===== config.mk =====
export PLATFORM = sky130hd
export DESIGN_NAME = booth_seq_mult
export DESIGN_NICKNAME = d
export VERILOG_FILES = /design/src/rtl/booth_pkg.sv /design/src/rtl/booth_recode.sv /design/src/rtl/booth_ctrl.sv /design/src/rtl/booth_dp.sv /design/src/rtl/booth_seq_mult.sv
export SDC_FILE = /design/constraint.sdc
export NUM_CORES = 1
export LEC_CHECK = 0
export BUFFER_PORTS_ARGS = -buffer_cell sky130_fd_sc_hd__clkbuf_2
export CAP_MARGIN = 15
export CORE_MARGIN = 5
export CORE_UTILIZATION = 30
export DETAILED_ROUTE_END_ITERATION = 7
export HOLD_SLACK_MARGIN = 0.1
export PLACE_DENSITY_LB_ADDON = 0.1
export SLEW_MARGIN = 20
export SYNTH_ARGS = -nofsm -noshare
export SYNTH_HDL_FRONTEND = slang
export SYNTH_SLANG_ARGS = --single-unit

===== constraint.sdc =====
create_clock -name clk -period 7.64 [get_ports clk]
set_clock_uncertainty 0.2 [all_clocks]
set_input_delay 0.764 -clock clk [delete_from_list [all_inputs] [get_ports clk]]
set_output_delay 0.764 -clock clk [all_outputs]
set_load 0.02 [all_outputs]

===== src/rtl/booth_pkg.sv =====
package booth_pkg;

  // Strobes from control to datapath
  typedef struct packed {
    logic load;
    logic step;
  } boothCtrl_t;

  // Action chosen from the low bit pair
  typedef enum logic [1:0] {
    OP_NONE = 2'd0,
    OP_ADD  = 2'd1,
    OP_SUB  = 2'd2
  } boothOp_e;

endpackage


===== src/rtl/booth_recode.sv =====
module booth_recode
  import booth_pkg::*;
(
  input  logic [1:0] lowPair,   // {register bit 1, guard bit}
  output boothOp_e   op
);

  always_comb begin
    case (lowPair)
      2'b10:   op = OP_SUB;   // start of a run of ones
      2'b01:   op = OP_ADD;   // end of a run of ones
      default: op = OP_NONE;  // inside a run
    endcase
  end

endmodule


===== src/rtl/booth_ctrl.sv =====
module booth_ctrl
  import booth_pkg::*;
#(
  parameter int N = 32
) (
  input  logic       clk,
  input  logic       rst_n,
  input  logic       start,
  output boothCtrl_t strobes,
  output logic       busy,
  output logic       done
);

  localparam int CW = $clog2(N + 1);
  localparam logic [CW-1:0] LAST = CW'(N - 1);

  typedef enum logic {S_IDLE, S_RUN} state_e;

  state_e        state;
  logic [CW-1:0] stepCnt;
  logic          lastStep;

  assign lastStep      = (state == S_RUN) && (stepCnt == LAST);
  assign strobes.load  = (state == S_IDLE) && start;
  assign strobes.step  = (state == S_RUN);
  assign busy          = (state == S_RUN);

  always_ff @(posedge clk or negedge rst_n) begin
    if (!rst_n) begin
      state   <= S_IDLE;
      stepCnt <= '0;
      done    <= 1'b0;
    end else begin
      done <= 1'b0;
      case (state)
        S_IDLE: begin
          if (start) begin
            state   <= S_RUN;
            stepCnt <= '0;
          end
        end
        S_RUN: begin
          stepCnt <= stepCnt + 1'b1;
          if (lastStep) begin
            state <= S_IDLE;
            done  <= 1'b1;
          end
        end
        default: state <= S_IDLE;
      endcase
    end
  end

  // an accepted start leads to busy
  a_r2_start_busy: assert property (@(posedge clk) disable iff (!rst_n)
    (start && !busy) |=> busy);

  // done is a single-cycle pulse
  a_r8_done_pulse: assert property (@(posedge clk) disable iff (!rst_n)
    done |=> !done);

  // done only follows a busy period
  a_r8_done_after_busy: assert property (@(posedge clk) disable iff (!rst_n)
    done |-> ($past(busy) && !busy));

  // a start during iteration never restarts the count
  a_r10_no_restart: assert property (@(posedge clk) disable iff (!rst_n)
    (busy && start && !lastStep) |=> (busy && stepCnt == $past(stepCnt) + 1'b1));

endmodule


===== src/rtl/booth_dp.sv =====
module booth_dp
  import booth_pkg::*;
#(
  parameter int N = 32
) (
  input  logic           clk,
  input  logic           rst_n,
  input  boothCtrl_t     strobes,
  input  logic [N-1:0]   mcand,
  input  logic [N-1:0]   mplier,
  output logic [2*N-1:0] product
);

  localparam int PW = 2 * N + 1;

  logic [PW-1:0] pReg;
  logic [N-1:0]  mReg;
  logic [N:0]    hiExt;
  logic [N:0]    mExt;
  logic [N:0]    sum;
  boothOp_e      op;

  booth_recode u_recode (
    .lowPair (pReg[1:0]),
    .op      (op)
  );

  assign hiExt = {pReg[PW-1], pReg[PW-1:N+1]};
  assign mExt  = {mReg[N-1], mReg};

  always_comb begin
    case (op)
      OP_ADD:  sum = hiExt + mExt;
      OP_SUB:  sum = hiExt - mExt;
      default: sum = hiExt;
    endcase
  end

  always_ff @(posedge clk or negedge rst_n) begin
    if (!rst_n) begin
      pReg <= '0;
      mReg <= '0;
    end else if (strobes.load) begin
      pReg <= {{N{1'b0}}, mplier, 1'b0};
      mReg <= mcand;
    end else if (strobes.step) begin
      pReg <= {sum, pReg[N:1]};   // arithmetic shift of the widened sum
    end
  end

  assign product = pReg[PW-1:1];

  // register holds when no strobe is active
  a_r11_hold: assert property (@(posedge clk) disable iff (!rst_n)
    (!strobes.load && !strobes.step) |=> $stable(pReg));

  // a no-op pair leaves a pure shift
  a_r5_shift_only: assert property (@(posedge clk) disable iff (!rst_n)
    (strobes.step && !strobes.load && (pReg[1] == pReg[0]))
      |=> (pReg[PW-2:0] == $past(pReg[PW-1:1])));

  // load places multiplier and clears upper half and guard bit
  a_r2_load: assert property (@(posedge clk) disable iff (!rst_n)
    strobes.load |=> (pReg[N:1] == $past(mplier) && pReg[0] == 1'b0
                      && pReg[PW-1:N+1] == '0));

  // the multiplicand stays put while stepping
  a_r5_mcand_stable: assert property (@(posedge clk) disable iff (!rst_n)
    (strobes.step && !strobes.load) |=> $stable(mReg));

endmodule


===== src/rtl/booth_seq_mult.sv =====
module booth_seq_mult
  import booth_pkg::*;
#(
  parameter int N = 32
) (
  input  logic           clk,
  input  logic           rst_n,
  input  logic           start,
  input  logic [N-1:0]   mcand,
  input  logic [N-1:0]   mplier,
  output logic           busy,
  output logic           done,
  output logic [2*N-1:0] product
);

  boothCtrl_t strobes;

  booth_ctrl #(.N(N)) u_ctrl (
    .clk     (clk),
    .rst_n   (rst_n),
    .start   (start),
    .strobes (strobes),
    .busy    (busy),
    .done    (done)
  );

  booth_dp #(.N(N)) u_dp (
    .clk     (clk),
    .rst_n   (rst_n),
    .strobes (strobes),
    .mcand   (mcand),
    .mplier  (mplier),
    .product (product)
  );

  // product never moves between done and the next start
  a_r11_product_hold: assert property (@(posedge clk) disable iff (!rst_n)
    (!busy && !start) |=> $stable(product));

endmodule


==> run_results.csv, run 1 <==
group,metric,value,unit
cts,postCtsHoldBufs,0,
logic_synthesis,syn_area,0.00752,mm2
grt,met1_usage,22.1,%
cts,cts_resized,0,
logic_synthesis,ys_types,59,
logic_synthesis,synthArstFlopShare,100,%
grt,grt_use_met3,1.97,%
grt,grt_pass1_vias,6088,
layout,n_antenna_cell,0,
logic_synthesis,yosysWarnings,0,
flow_run,maxCapViolations,0,
floorplan,start_util,30.1,%
timing,slew_viol_final,0,
logic_synthesis,synthTopCellsByArea,"dfrtp_1 (35%), nand2_1 (9.0%), buf_4 (6.4%)",
placement,dp_hpwl,15.4,mm
grt,overflow,0,
timing,holdWs,0.196,ns
floorplan,coreArea,0.0250,mm2
logic_synthesis,synth_edf_count,0,
critical_path,critical_path.max_stage_delay,0.45,ns
critical_path,cpMostUsedCell,"or3_4",
routing,ant_nets,0,
cts,clk_root_buffer_cell,"clkbuf_16",
timing,finalSetupViolations,0,
cts,h-tree-depth,3,
floorplan,die_h,168,um
timing,fin_crit,5.01,ns
routing,wire_per_inst,15.9,um
critical_path,cp_data_required_time,7.70,ns
cts,cts.sinks,105,
routing,via_count,6136,
timing,tns,0,ns
critical_path,slowest_stage,"or4_4",
grt,top_usage_layer,"met1",
critical_path,arrival,5.07,ns
logic_synthesis,synth_seq_cells,105,
logic_synthesis,synth_common_cells,"nand2_1 (181), dfrtp_1 (105), o21ai_0 (90)",
grt,grt_pass1_wl,33.1,mm
cts,numCtsBuffers,9,
cts,worstSkewPairLatency,0.35,ns
layout,drive_above_1_share,18.1,%
floorplan,top_level_ports,133,
timing,hold_viol,0,
critical_path,cp_max_fo,7,
grt,use_met2,20.5,%
logic_synthesis,postSynthCellCount,903,
layout,area_growth,10.3,%
floorplan,die_x,168,um
routing,drc_errors,0,
logic_synthesis,ys_seq_area_share,34.9,%
layout,layout.nets,1050,
timing,layout_worst_path_cycle_share,65.6,%
critical_path,cp-end-kind,"flip-flop",
routing,wl,20.3,mm
critical_path,startpoint_type,"flip-flop",
logic_synthesis,syn_area_per_cell,8.33,um2
critical_path,cpLargestDelayFamily,"simple AND/OR/NAND/NOR gates",
floorplan,row_count,58,
cts,max-clock-path-buffers,2,
timing,max_freq,0.199,GHz
critical_path,crit_chain,"or3_4 -> or4_4 -> nand2b_4 -> or3_4 -> or3_4 -> nor3_4 -> nor2_1 -> xnor2_1 -> ha_1 -> and3_1 -> nand3_1 -> or3_1 -> a311oi_1 -> nor2_1 -> a31oi_1 -> xnor2_1 -> o32ai_1",
grt,groute.usage.overall,14.3,%
critical_path,crit_type,"reg2reg",
cts,clkTransAtPathRegs,0.08,ns
timing,rsz0062_at_grt,"false",
critical_path,critPathBufInv,0,
cts,cts_setup_buffers,0,
placement,io_buffers,132,
status,status,"complete, no violations",
cts,tritoncts,"done",
logic_synthesis,synth_top_area_cell,"dfrtp_1",
logic_synthesis,yosysMostFrequentCell,"nand2_1",
timing,worst_slew_pin_slew,0.817,ns
routing,viasPerCell,4.79,
routing,drt_iter0_drc,370,
grt,antenna_found_initial,0,
floorplan,die_area,0.0283,mm2
logic_synthesis,synth_ff_type,"dfrtp_1",
logic_synthesis,yosysTopAreaCellShare,34.9,%
grt,grt_start_max_net_pins,77,
placement,place_congestion,0.850,
timing,slew_headroom,45.5,%
logic_synthesis,syn_nets,1007,
worst_hold_path,hp-class,"in2async",
routing,firstDrtPassIters,4,
## layout make-up
type	instances	area [um2]
multi-input cells	672	4180
fillers	2676	16700
inverters	19	71.3
flip-flops and latches	105	2630
clock buffers	9	225
well taps	330	413
clock inverters	7	53.8
repair buffers	139	716
## placed cells by master (no fill, tap or decap), types with 8 or more instances in the layout
cell,netlist,routed
nor3_1,16,16
xnor2_1,51,51
clkbuf_16,0,9
ha_1,36,36
nand2_1,181,181
o211ai_1,8,8
buf_4,64,8
nand3_1,14,14
o21ai_0,90,90
inv_1,19,19
nand2b_1,17,17
clkbuf_2,0,130
dfrtp_1,105,104
a31oi_1,12,12
a21oi_1,41,41
nor3b_1,19,19
a21o_1,11,11
nor2_1,47,46
mux2i_1,38,38
## per-layer routing
metal  part of all wire, %  vias up  wire, um
li1                      -     3153         -
met1                    52     2817     10600
met2                    41      147      8300
met3                   5.2       19      1060
met4                   1.8        0       369
met5                     0        -         0
## worst paths after layout
check	startpoint	end	slack [ns]	cells past startpoint
min in group clk	u_ctrl.stepCnt[5]$_DFFE_PN0P_	u_ctrl.stepCnt[5]$_DFFE_PN0P_	0.29	1
worst max-delay path	u_dp.mReg[3]$_DFFE_PN0P_	u_dp.pReg[64]$_DFFE_PN0P_	2.63	17
worst max register to register	u_dp.mReg[3]$_DFFE_PN0P_	u_dp.pReg[64]$_DFFE_PN0P_	2.63	17
worst min register to register	u_ctrl.stepCnt[5]$_DFFE_PN0P_	u_ctrl.stepCnt[5]$_DFFE_PN0P_	0.29	1
max in group asynchronous	rst_n	u_ctrl.busy$_DFF_PN0_	5.71	2
worst min-delay path	rst_n	u_dp.pReg[26]$_DFFE_PN0P_	0.20	1
## stage by stage
step	std cells	instance area [um2]	utilization [%]	setup WS, ns
global placement	1265	8010	32.1	2.72
floorplan	903	7520	-	3.03
finish	1281	8290	33.2	2.63
global route	1281	8290	33.2	2.25
detailed placement	1265	8010	32.1	2.65
CTS	1281	8290	33.2	2.63
## cells by family after synthesis
family | share of synthesized area, %
compound gates | 16.8
fa+ha+maj | 6.26
mux | 5.36
flops | 34.9
buf+inv | 9.49
simple gates | 20.5
xor+xnor | 6.64
## flip-flops by register name (all words and copies together), names as in the netlist
| register | count |
|---|---|
| u_dp.pReg | 65 |
| u_ctrl.done | 1 |
| u_dp.mReg | 32 |
| u_ctrl.busy | 1 |
| u_ctrl.stepCnt | 6 |
Power of run 1 is not shown: default switching activity piles up to over one toggle a cycle in this logic, so the estimate is an artifact.
==> inputs of run 2 (changes only) <==
==> constraint.sdc (replaced) <==
create_clock -name clk -period 5.01 [get_ports clk]
set_clock_uncertainty 0.2 [all_clocks]
set_input_delay 0.501 -clock clk [delete_from_list [all_inputs] [get_ports clk]]
set_output_delay 0.501 -clock clk [all_outputs]
set_load 0.02 [all_outputs]
==> run 2 against run 1 <==
Against the previous run: wire length increased by 0.93%; count of clock-buffer cells in the layout increased by 3; die area unchanged.
==> run_results.csv, run 2 (synthesis gave the netlist of run 1 again) <==
group,metric,value,unit
grt,antenna_found_initial,0,
status,status,"complete, no violations",
timing,fin_crit,4.79,ns
floorplan,die_area,0.0283,mm2
layout,n_antenna_cell,0,
critical_path,critPathBufInv,0,
layout,mostFrequentLayoutCell,"nand2_1",
floorplan,die_x,168,um
layout,fillers,2663,
grt,grt_start_max_net_pins,107,
grt,overflow,0,
placement,io_buffers,132,
critical_path,arrival,4.84,ns
flow_run,maxCapViolations,0,
floorplan,top_level_ports,133,
routing,drc_errors,0,
layout,area_growth,11.5,%
floorplan,start_util,30.1,%
routing,wire_per_inst,15.9,um
timing,finalSetupViolations,0,
cts,tritoncts,"done",
layout,fin_area,0.00838,mm2
layout,layout.nets,1060,
critical_path,crit_chain,"or3_4 -> or4_4 -> nand2b_4 -> or3_4 -> or3_4 -> and2_2 -> xnor2_1 -> ha_2 -> and3_4 -> nand3_1 -> or3_1 -> a311oi_1 -> nor2_1 -> a31oi_1 -> xnor2_1 -> o32ai_1",
timing,timing.final.ws_setup,0.219,ns
layout,ff_latch_area,0.00263,mm2
layout,largest_register,"u_dp.pReg",
critical_path,cpLargestDelayFamily,"simple AND/OR/NAND/NOR gates",
timing,tns,0,ns
cts,worstSkewPairLatency,0.35,ns
worst_hold_path,hp-class,"in2reg",
layout,top_regs,"u_dp.pReg: 65 flops, u_dp.mReg: 32 flops, u_ctrl.stepCnt: 6 flops",
timing,slew_viol_final,0,
grt,groute.usage.overall,14.5,%
grt,grt_pass1_wl,33.6,mm
timing,worst_slew_pin_slew,1.00,ns
critical_path,critical_path.max_stage_delay,0.45,ns
critical_path,cp_data_required_time,5.06,ns
timing,slew_headroom,33.2,%
routing,drt_iter0_drc,379,
timing,max_freq,0.209,GHz
routing,via_count,6236,
timing,layout_worst_path_cycle_share,95.6,%
layout,drive_above_1_share,18.8,%
critical_path,startpoint_type,"flip-flop",
routing,wl,20.5,mm
placement,dp_hpwl,15.5,mm
floorplan,die_h,168,um
routing,ant_nets,0,
critical_path,slowest_stage,"or4_4",
critical_path,crit_type,"reg2reg",
cts,numCtsBuffers,9,
placement,placed_area,0.00808,mm2
floorplan,row_count,58,
placement,place_congestion,0.882,
cts,cts.sinks,105,
routing,viasPerCell,4.83,
grt,grt_pass1_vias,6132,
cts,clk_root_buffer_cell,"clkbuf_16",
cts,clkTransAtPathRegs,0.07,ns
cts,max-clock-path-buffers,2,
cts,h-tree-depth,3,
critical_path,cpMostUsedCell,"or3_4",
layout,largest_reg_flops,65,
placement,place_ws,0.125,ns
timing,hold_viol,0,
routing,firstDrtPassIters,4,
critical_path,cp-end-kind,"flip-flop",
floorplan,coreArea,0.0250,mm2
layout,multiInputGateArea,0.00419,mm2
timing,holdWs,0.133,ns
layout,mostFrequentLayoutCells,"nand2_1 (181), clkbuf_2 (130), dfrtp_1 (104), o21ai_0 (90), xnor2_1 (51)",
critical_path,cp_max_fo,4,
## run 2: what timing repair did
item                                   CTS  global route
setup endpoints to repair                0             2
hold buffers                             1             0
resized for setup                        0             2
setup buffers                            0             2
endpoints found under the hold margin   24             0
## run 2: path summary, 6_finish.rpt
kind,cells after the start,slack [ns],start,end
worst max register to register,16,0.22,u_dp.mReg[3]$_DFFE_PN0P_,u_dp.pReg[64]$_DFFE_PN0P_
max in group asynchronous,3,3.26,rst_n,u_dp.mReg[13]$_DFFE_PN0P_
min in group asynchronous,2,0.39,rst_n,u_dp.pReg[27]$_DFFE_PN0P_
worst min register to register,1,0.29,u_ctrl.stepCnt[5]$_DFFE_PN0P_,u_ctrl.stepCnt[5]$_DFFE_PN0P_
worst max-delay path,16,0.22,u_dp.mReg[3]$_DFFE_PN0P_,u_dp.pReg[64]$_DFFE_PN0P_
worst min-delay path,3,0.13,mcand[24],u_dp.mReg[24]$_DFFE_PN0P_
## run 2: metrics by stage
| stage | std cells | util, % |
|---|---|---|
| 4_1_cts | 1289 | 33.5 |
| 5_1_grt | 1291 | 33.6 |
| 6_report | 1291 | 33.6 |
| 3_5_place_dp | 1272 | 32.4 |
| 3_3_place_gp | 1272 | 32.4 |
| 2_1_floorplan | 903 | - |
## run 2: layer usage
metal	GRT usage [%]	vias to the layer above	routed length [um]
met5	0	-	0
met4	4.45	0	315
met3	2.04	16	847
met2	21.0	161	8510
met1	22.2	2883	10800
li1	-	3176	-
## run 2: cell type report
class                      count  share of cell area (%)
clock inverter                 4                   0.328
sequential                   105                    31.4
timing repair buffer         149                    9.61
tap                          330                    4.93
multi-input combinational    672                    50.0
clock buffer                  12                    2.94
inverter                      19                   0.851
## run 2: worst min-delay path: stages
cell and delay (ns):
clkbuf_2 0.07, nand2_1 0.04, nand2_1 0.04
Power of run 2 is left out for the same reason.
==> inputs of run 3 (changes only) <==
--- a/config.mk
+++ b/config.mk
@@ -9,6 +9,8 @@
 export CAP_MARGIN = 15
 export CORE_MARGIN = 5
 export CORE_UTILIZATION = 30
+export CTS_BUF_LIST = sky130_fd_sc_hd__clkbuf_4
+export CTS_CLUSTER_DIAMETER = 30
 export DETAILED_ROUTE_END_ITERATION = 7
 export HOLD_SLACK_MARGIN = 0.1
 export PLACE_DENSITY_LB_ADDON = 0.1
==> run 3 against run 2 <==
Against the previous run: count of clock-buffer cells in the layout decreased by 1; critical path depth is the same; fmax rose by 0.69%; global-route usage increased by 0.24 points; critical endpoint unchanged; sequential share of layout area is 1.8 points lower; register-to-register slack gained 0.03 ns; utilization rose by 2.0 points; wire length grew 2.0%; via count rose by 3.4%; highest routed layer unchanged; final area is 6.0% higher.
==> run_results.csv, run 3 (synthesis gave the netlist of run 1 again) <==
group,metric,value,unit
status,status,"complete, no violations",
grt,grt_start_max_net_pins,107,
floorplan,start_util,30.1,%
worst_hold_path,hp-class,"in2reg",
layout,mostFrequentLayoutCells,"nand2_1 (181), clkbuf_2 (130), dfrtp_1 (103), o21ai_0 (90), dlygate4sd3_1 (64)",
cts,max-clock-path-buffers,2,
timing,max_freq,0.210,GHz
floorplan,coreArea,0.0250,mm2
grt,grt_pass1_vias,6286,
layout,top_regs,"u_dp.pReg: 65 flops, u_dp.mReg: 32 flops, u_ctrl.stepCnt: 6 flops",
timing,slew_headroom,33.5,%
timing,tns,0,ns
grt,groute.usage.overall,14.8,%
critical_path,startpoint_type,"flip-flop",
placement,placed_cells,1272,
grt,grt_pass1_wl,34.2,mm
layout,largest_reg_flops,65,
floorplan,die_h,168,um
cts,tritoncts,"done",
cts,worstSkewPairLatency,0.48,ns
floorplan,die_x,168,um
routing,viasPerCell,4.75,
routing,wl,20.9,mm
cts,clk_root_buffer_cell,"clkbuf_4",
layout,layout.nets,1126,
cts,h-tree-depth,3,
critical_path,cp_data_required_time,5.20,ns
placement,place_ws,0.125,ns
layout,final_cells,1358,
routing,drc_errors,0,
timing,hold_viol,0,
routing,firstDrtPassIters,7,
timing,finalSetupViolations,0,
grt,overflow,0,
cts,numCtsBuffers,9,
timing,layout_worst_path_cycle_share,95.0,%
routing,ant_nets,0,
timing,timing.final.ws_setup,0.252,ns
timing,slew_viol_final,0,
flow_run,maxCapViolations,0,
floorplan,die_area,0.0283,mm2
timing,holdWs,0.163,ns
grt,antenna_found_initial,1,
routing,drt_iter0_drc,345,
layout,largest_register,"u_dp.pReg",
timing,worst_slew_pin_slew,0.998,ns
cts,clkTransAtPathRegs,0.16,ns
layout,mostFrequentLayoutCell,"nand2_1",
floorplan,row_count,58,
layout,area_growth,18.2,%
critical_path,cp_max_fo,4,
placement,dp_hpwl,15.5,mm
routing,wire_per_inst,15.4,um
critical_path,cp-end-kind,"flip-flop",
placement,place_congestion,0.882,
routing,via_count,6446,
cts,cts.sinks,105,
critical_path,crit_type,"reg2reg",
timing,rsz0062_at_grt,"false",
placement,io_buffers,132,
layout,drive_above_1_share,18.3,%
timing,fin_crit,4.76,ns
critical_path,arrival,4.95,ns
floorplan,top_level_ports,133,
==> run 3: final timing paths <==
path	startpoint	to	slack (ns)	depth (start not counted)
setup / recovery	u_dp.mReg[9]$_DFFE_PN0P_	u_dp.pReg[64]$_DFFE_PN0P_	0.25	16
hold / removal	mplier[9]	u_dp.pReg[10]$_DFFE_PN0P_	0.16	3
setup reg to reg	u_dp.mReg[9]$_DFFE_PN0P_	u_dp.pReg[64]$_DFFE_PN0P_	0.25	16
hold reg to reg	u_ctrl.stepCnt[5]$_DFFE_PN0P_	u_ctrl.stepCnt[5]$_DFFE_PN0P_	0.29	1
max in group asynchronous	rst_n	u_dp.mReg[7]$_DFFE_PN0P_	3.40	3
min in group asynchronous	rst_n	u_dp.pReg[27]$_DFFE_PN0P_	0.23	2
==> run 3: cell type report <==
type | count | area (um2)
Sequential cell | 105 | 2630
Inverter | 19 | 71.3
Tap cell | 330 | 413
Clock inverter | 5 | 31.3
Fill cell | 2615 | 16100
Clock buffer | 11 | 82.6
Antenna cell | 1 | 2.50
Timing Repair Buffer | 215 | 1460
Multi-Input combinational cell | 672 | 4200
==> run 3: critical path, stage by stage (launching register included) <==
cell      delay [ns]
dfrtp_1         0.43
or4_4           0.58
nor4_4          0.38
nand2b_4        0.09
or3_4           0.38
or3_4           0.40
and2_2          0.21
xnor2_1         0.13
ha_2            0.36
and3_4          0.21
nand3_1         0.10
or3_1           0.39
a311oi_2        0.20
nor2_1          0.11
a31oi_1         0.21
xnor2_1         0.09
o32ai_1         0.21
==> run 3: repair_timing <==
item	4_1_cts	5_1_grt
resized for setup	0	5
endpoints found under the setup margin	0	2
buffers inserted	0	5
hold buffers	64	0
endpoints found under the hold margin	87	0
==> run 3: per-stage QoR <==
stage | cell area, um2 | utilization (%)
after global placement | 8080 | 32.4
after global routing | 8890 | 35.6
after floorplan | 7520 | -
after detailed placement | 8080 | 32.4
after CTS | 8830 | 35.4
final | 8890 | 35.6
==> run 3: per-layer routing <==
layer	global-route usage [%]	up-vias	wire, um	part of all wire, %
met5	0	-	0	0
met4	4.23	0	297	1.4
met3	1.74	15	933	4.5
met2	21.9	155	8810	42
met1	22.5	2970	10900	52
li1	-	3306	-	-
Power of run 3 is left out for the same reason.
